### src/rtl/byte_word_pkg.sv
package byte_word_pkg;
  typedef enum logic [1:0] {
    SRC_ARRAY  = 2'd0,
    SRC_STATUS = 2'd1,
    SRC_IDENT  = 2'd2,
    SRC_NONE   = 2'd3
  } rd_src_e;
endpackage

### src/rtl/bw_sync.sv
module bw_sync #(
  parameter int          W       = 1,
  parameter logic [W-1:0] RST_VAL = '0
) (
  input  logic         clk_i,
  input  logic         rst_ni,
  input  logic [W-1:0] d_i,
  output logic [W-1:0] q_o
);
  logic [W-1:0] s1_q, s2_q;

  always_ff @(posedge clk_i or negedge rst_ni) begin
    if (!rst_ni) begin
      s1_q <= RST_VAL;
      s2_q <= RST_VAL;
    end else begin
      s1_q <= d_i;
      s2_q <= s1_q;
    end
  end

  assign q_o = s2_q;
endmodule

### src/rtl/bw_rd_steer.sv
module bw_rd_steer
  import byte_word_pkg::*;
#(
  parameter int DW = 16,
  localparam int BW = DW / 2
) (
  input  logic          rd_en_i,
  input  logic          wide_i,
  input  logic          lo_addr_i,
  input  rd_src_e       src_i,
  input  logic [DW-1:0] arr_data_i,
  input  logic [BW-1:0] stat_i,
  input  logic [BW-1:0] id_i,
  output logic [DW-1:0] dq_o,
  output logic [DW-1:0] dq_oe_o
);
  logic [BW-1:0] arr_byte;

  assign arr_byte = lo_addr_i ? arr_data_i[DW-1:BW] : arr_data_i[BW-1:0];

  always_comb begin
    unique case (src_i)
      SRC_ARRAY:  dq_o = wide_i ? arr_data_i : {{BW{1'b0}}, arr_byte};
      SRC_STATUS: dq_o = {{BW{1'b0}}, stat_i};
      SRC_IDENT:  dq_o = {{BW{1'b0}}, id_i};
      default:    dq_o = '0;
    endcase
  end

  // upper lane only in wide mode; pin 15 is an address input otherwise
  assign dq_oe_o = {{BW{rd_en_i & wide_i}}, {BW{rd_en_i}}};
endmodule

### src/rtl/bw_wr_capture.sv
module bw_wr_capture #(
  parameter int WORD_AW = 18,
  parameter int DW      = 16,
  localparam int BW     = DW / 2,
  localparam int NLANE  = DW / BW
) (
  input  logic             clk_i,
  input  logic             rst_ni,
  input  logic             take_i,
  input  logic             wide_i,
  input  logic [WORD_AW-1:0] addr_i,
  input  logic [DW-1:0]    dq_i,
  output logic             wr_stb_o,
  output logic [WORD_AW:0] wr_addr_o,
  output logic [DW-1:0]    wr_data_o,
  output logic [NLANE-1:0] wr_be_o
);
  logic wide_q;
  logic lo_addr;

  assign lo_addr = dq_i[DW-1];

  always_ff @(posedge clk_i or negedge rst_ni) begin
    if (!rst_ni) begin
      wr_stb_o  <= 1'b0;
      wr_addr_o <= '0;
      wr_data_o <= '0;
      wr_be_o   <= '0;
      wide_q    <= 1'b1;
    end else begin
      wr_stb_o <= take_i;
      if (take_i) begin
        wide_q <= wide_i;
        if (wide_i) begin
          wr_addr_o <= {addr_i, 1'b0};
          wr_data_o <= dq_i;
          wr_be_o   <= '1;
        end else begin
          wr_addr_o <= {addr_i, lo_addr};
          wr_data_o <= {dq_i[BW-1:0], dq_i[BW-1:0]};
          wr_be_o   <= lo_addr ? 2'b10 : 2'b01;
        end
      end
    end
  end


  stb_single_chk: assert property (@(posedge clk_i) disable iff (!rst_ni)
    wr_stb_o |=> !wr_stb_o);


  byte_lane_chk: assert property (@(posedge clk_i) disable iff (!rst_ni)
    (wr_stb_o && !wide_q) |-> ($countones(wr_be_o) == 1 &&
                               wr_data_o[DW-1:BW] == wr_data_o[BW-1:0]));


  word_lane_chk: assert property (@(posedge clk_i) disable iff (!rst_ni)
    (wr_stb_o && wide_q) |-> (&wr_be_o && !wr_addr_o[0]));
endmodule

### src/rtl/byte_word_bus_if.sv
module byte_word_bus_if
  import byte_word_pkg::*;
#(
  parameter int WORD_AW = 18,
  parameter int DW      = 16,
  localparam int BW     = DW / 2,
  localparam int NLANE  = DW / BW
) (
  input  logic               clk_i,
  input  logic               rst_ni,
  input  logic               dev_rst_ni,
  input  logic               ce_ni,
  input  logic               oe_ni,
  input  logic               we_ni,
  input  logic               wide_i,
  input  logic [WORD_AW-1:0] addr_i,
  input  logic [DW-1:0]      dq_i,
  output logic [DW-1:0]      dq_o,
  output logic [DW-1:0]      dq_oe_o,
  input  logic [1:0]         rd_src_i,
  input  logic [DW-1:0]      arr_data_i,
  input  logic [BW-1:0]      stat_i,
  input  logic [BW-1:0]      id_i,
  output logic [WORD_AW:0]   rd_addr_o,
  output logic               wr_stb_o,
  output logic [WORD_AW:0]   wr_addr_o,
  output logic [DW-1:0]      wr_data_o,
  output logic [NLANE-1:0]   wr_be_o
);
  logic [4:0] pins_s;
  logic wide_s, dev_s, we_s, oe_s, ce_s;
  logic we_d_q;
  logic rd_en, take;

  // controls idle: wide, device held in reset, strobes inactive
  bw_sync #(.W(5), .RST_VAL(5'b10111)) u_sync (
    .clk_i  (clk_i),
    .rst_ni (rst_ni),
    .d_i    ({wide_i, dev_rst_ni, we_ni, oe_ni, ce_ni}),
    .q_o    (pins_s)
  );
  assign {wide_s, dev_s, we_s, oe_s, ce_s} = pins_s;

  always_ff @(posedge clk_i or negedge rst_ni) begin
    if (!rst_ni) we_d_q <= 1'b1;
    else         we_d_q <= we_s;
  end

  assign rd_en = dev_s & ~ce_s & ~oe_s & we_s;
  assign take  = dev_s & ~ce_s & we_s & ~we_d_q;

  assign rd_addr_o = {addr_i, wide_s ? 1'b0 : dq_i[DW-1]};

  bw_rd_steer #(.DW(DW)) u_rd (
    .rd_en_i    (rd_en),
    .wide_i     (wide_s),
    .lo_addr_i  (dq_i[DW-1]),
    .src_i      (rd_src_e'(rd_src_i)),
    .arr_data_i (arr_data_i),
    .stat_i     (stat_i),
    .id_i       (id_i),
    .dq_o       (dq_o),
    .dq_oe_o    (dq_oe_o)
  );

  bw_wr_capture #(.WORD_AW(WORD_AW), .DW(DW)) u_wr (
    .clk_i     (clk_i),
    .rst_ni    (rst_ni),
    .take_i    (take),
    .wide_i    (wide_s),
    .addr_i    (addr_i),
    .dq_i      (dq_i),
    .wr_stb_o  (wr_stb_o),
    .wr_addr_o (wr_addr_o),
    .wr_data_o (wr_data_o),
    .wr_be_o   (wr_be_o)
  );


  dev_reset_hiz_chk: assert property (@(posedge clk_i) disable iff (!rst_ni)
    !dev_s |-> (dq_oe_o == '0 && !wr_stb_o));


  read_cond_chk: assert property (@(posedge clk_i) disable iff (!rst_ni)
    (dq_oe_o != '0) |-> (!ce_s && !oe_s && we_s));


  narrow_hiz_chk: assert property (@(posedge clk_i) disable iff (!rst_ni)
    !wide_s |-> (dq_oe_o[DW-1:BW] == '0));
endmodule

### config.mk
export PLATFORM = sky130hd
export DESIGN_NAME = byte_word_bus_if
export DESIGN_NICKNAME = d
export VERILOG_FILES = /design/src/rtl/byte_word_pkg.sv /design/src/rtl/bw_sync.sv /design/src/rtl/bw_rd_steer.sv /design/src/rtl/bw_wr_capture.sv /design/src/rtl/byte_word_bus_if.sv
export SDC_FILE = /design/constraint.sdc
export NUM_CORES = 1
export LEC_CHECK = 0
export ABC_AREA = 1
export BUFFER_PORTS_ARGS = -buffer_cell sky130_fd_sc_hd__buf_2
export CORE_UTILIZATION = 46
export CTS_CLUSTER_SIZE = 8
export DETAILED_ROUTE_END_ITERATION = 6
export GPL_ROUTABILITY_DRIVEN = 0
export GPL_TIMING_DRIVEN = 0
export PLACE_DENSITY = 0.84
export SYNTH_ARGS = -nofsm -noshare
export SYNTH_HDL_FRONTEND = slang
export SYNTH_SLANG_ARGS = --single-unit
### constraint.sdc
create_clock -name clk_i -period 5.5 [get_ports clk_i]
set_input_delay 1.1 -clock clk_i [delete_from_list [all_inputs] [get_ports clk_i]]
set_output_delay 1.1 -clock clk_i [all_outputs]
set_load 0.1 [all_outputs]
==> summary.md <==
| Metric | Value |
|---|---|
| Slew @ Worst Pin | `about 1000 ps` |
| Tmin final | `around 3600 ps` |
| Clock Skew | `9.97 ps` |
| Die Width | `between 70 and 80 µm` |
| Final Instance Area | `3620 µm²` |
| Post-route clock period utilization | `between 60% and 70%` |
| Worst-path clk slew | `~100 ps` |
| WP data required | `4400 ps` |
| Worst Hold Class | `reg2reg` |
| Worst skew pair latency | `300 ps` |
| CTS tree | `done` |
| Fin Hold WS | `356 ps` |
| DRT iter0 DRCs | `91` |
| Port bufs | `161` |
| Final ANT Viol Nets | `0` |
| CP Capture Type | `output pin` |
| Syn Nets | `a little over 400` |
| Layout area overhead | `39.0%` |
| Multiplexer share of the synthesized area | `0%` |
| Largest family of logic cells by synthesized area | `simple AND/OR/NAND/NOR gates` |
| Setup Fix Bufs, Post-CTS | `0` |
| Setup-failing EPs final | `0` |
| Synth warnings | `0` |
| CTS Buf Count | `5` |
| Post-place setup slack | `2120 ps` |
| Power density over the cells | `414 nW/µm²` |
| Layout cells sized above 1 | `46.2%` |
| Wirelength per Cell | `12.0 µm` |
| Detailed Route WL | `between 6000 and 7000 µm` |
| Max VDD drop | `0.210 mV` |
| Post-CTS sizing | `0` |
| R2R Path Start | `u_sync.q_o[2]$_DFF_PN1_` |
| Adder-Cell Fraction of Synth Area | `0%` |
| Core area | `5470 µm²` |
| Status | `completed` |
| Finished Layout Cells | `579` |
| Crit path from | `u_sync.q_o[2]$_DFF_PN1_` |
| Min-delay src | `u_sync.s1_q[4]$_DFF_PN1_` |
| Largest net degree at the start of global routing | `50` |
| Sum Neg Setup Slack | `0 ps` |
| Global route overflow | `0` |
| Antenna violations before repair | `0` |
| Fin worst setup slack | `1910 ps` |
| H-tree levels | `2` |
| # diodes | `0` |
| Die area | `5960 µm²` |
| Hold_buf cts | `0` |
| Max FO, Critical Path | `10` |
| Power, Total | `1.50 mW` |
| Multi-input gate area | `886 µm²` |
| Via Count | `approximately 2700` |
| Kind of critical path | `reg2out` |
| Clock sinks | `49` |
| Residual DRC | `0` |
| Hpwl dp | `5300 µm` |
| Syn Area/Cell | `roughly 7.7 µm²` |
| Starting Density | `47.6%` |
| Synth cell types | `15` |
| Vias per Instance | `4.66` |
| CTS root buf | `clkbuf_8` |
| Placed cells | `571` |
| Post-synthesis cell area | `2600 µm²` |
| #FFs+latches synth | `49` |
| Max Cap Viol | `0` |
| Layout Utilization | `around two thirds` |
| First-pass GRT wire length | `11500 µm` |
| Compound-cell area share of the yosys netlist | `0%` |
| Fill cells | `497` |
| Clk buf depth | `2` |
| Global Route Usage Sum | `about a quarter` |
| Vias in the first global route | `between 2000 and 3000` |
| Leakage Power | `2.28 nW` |
| Slew headroom | `between 30% and 40%` |
| Fmax | `about 280 MHz` |
| Synth Area in XOR/XNOR | `0%` |
| Synth Area in Simple Gates | `34.0%` |
| DR pass1 iterations | `4` |
| Cells after synthesis | `338` |
| Crit path launch type | `flop` |
| Cell Area, Placed | `3500 µm²` |
| Row cnt | `27` |
| # nets final | `581` |
| Worst path arrival time | `~2500 ps` |
| RSZ-0062 raised after global routing | `no` |
| Sequential Area | `1240 µm²` |
| Final number of max-transition violations | `0` |
| Sequential area share after synthesis | `47.5%` |
| Die Y-Extent | `just under 80 µm` |
| Boundary pin count | `164` |
| Hold Vio Cnt, Final | `0` |
-- cell usage in the layout (no fill, tap or decap), drive strengths merged --
| master | instances |
|---|---|
| nand2 | 126 |
| nor2 | 11 |
| dfstp | 9 |
| or2 | 1 |
| dfrtp | 40 |
| clkinv | 1 |
| nor3 | 1 |
| clkbuf | 5 |
| bufinv | 1 |
| inv | 32 |
| buf | 211 |
| nand3 | 69 |
-- routing by layer --
metal  global-route usage, %  vias to the layer above  routed length, µm
li1                        -                     1349                  -
met1                    27.4                     1229               2800
met2                    45.9                      107               3660
met3                    3.69                       11                380
met4                    7.74                        0                105
met5                       0                        -                  0
-- cell usage after synthesis (all sizes together) --
| cell type | n | share of area [%] |
|---|---|---|
| nand2 | 126 | 18 |
| nand3 | 69 | 13 |
| buf | 50 | 14 |
| dfrtp | 40 | 38 |
| inv | 31 | 4.5 |
| nor2 | 11 | 2.0 |
| dfstp | 9 | 9.1 |
| nor3 | 1 | 0.19 |
| or2 | 1 | 0.24 |
-- sequential cells by signal, summed over array words and instances (netlist names) --
name and count:
u_sync.s1_q 5, u_wr.wr_addr_o 19, u_wr.wr_data_o 16, u_sync.q_o 5, we_d_q 1, u_wr.wr_be_o 2, u_wr.wr_stb_o 1
-- cell type report --
cell class / instances / share of cell area (%)
plain buffers: 50 / 10.0
clock buffers: 5 / 1.90
clock inverters: 3 / 1.38
inverters: 31 / 3.22
multi-input cells: 208 / 24.5
flip-flops and latches: 49 / 34.2
well taps: 72 / 2.49
repair buffers: 161 / 22.3
-- worst max-delay path: stages, from the launching register on --
cell and delay, ps:
dfstp_2 540, nand2_1 60, nor2_2 110, buf_4 200
inv_1 70, nor3_1 570, buf_4 220, buf_2 420
-- kinds of logic (layout without fill, tap and decap cells) --
logic type,count (synthesis),count (layout)
flip-flops,49,49
AND/OR/NAND/NOR,208,208
buffers and inverters,81,250
-- power by group --
group          leakage (nW)  internal (mW)  switching [mW]
clock                0.0603          0.139           0.124
combinational          1.64          0.115           0.665
sequential            0.582          0.423          0.0298
-- final timing paths --
kind / slack (ps) / end / depth (start not counted)
max in group asynchronous: 3880 / u_wr.wr_addr_o[2]$_DFFE_PN0P_ / 1
min in group asynchronous: 980 / u_wr.wr_data_o[1]$_DFFE_PN0P_ / 1
worst max-delay path: 1910 / dq_oe_o[12] / 7
worst min register to register: 360 / u_sync.q_o[4]$_DFF_PN1_ / 0
worst min-delay path: 360 / u_sync.q_o[4]$_DFF_PN1_ / 0
worst max register to register: 4160 / u_wr.wr_addr_o[3]$_DFFE_PN0P_ / 7
Note: power is estimated with default switching activity, not from simulation.
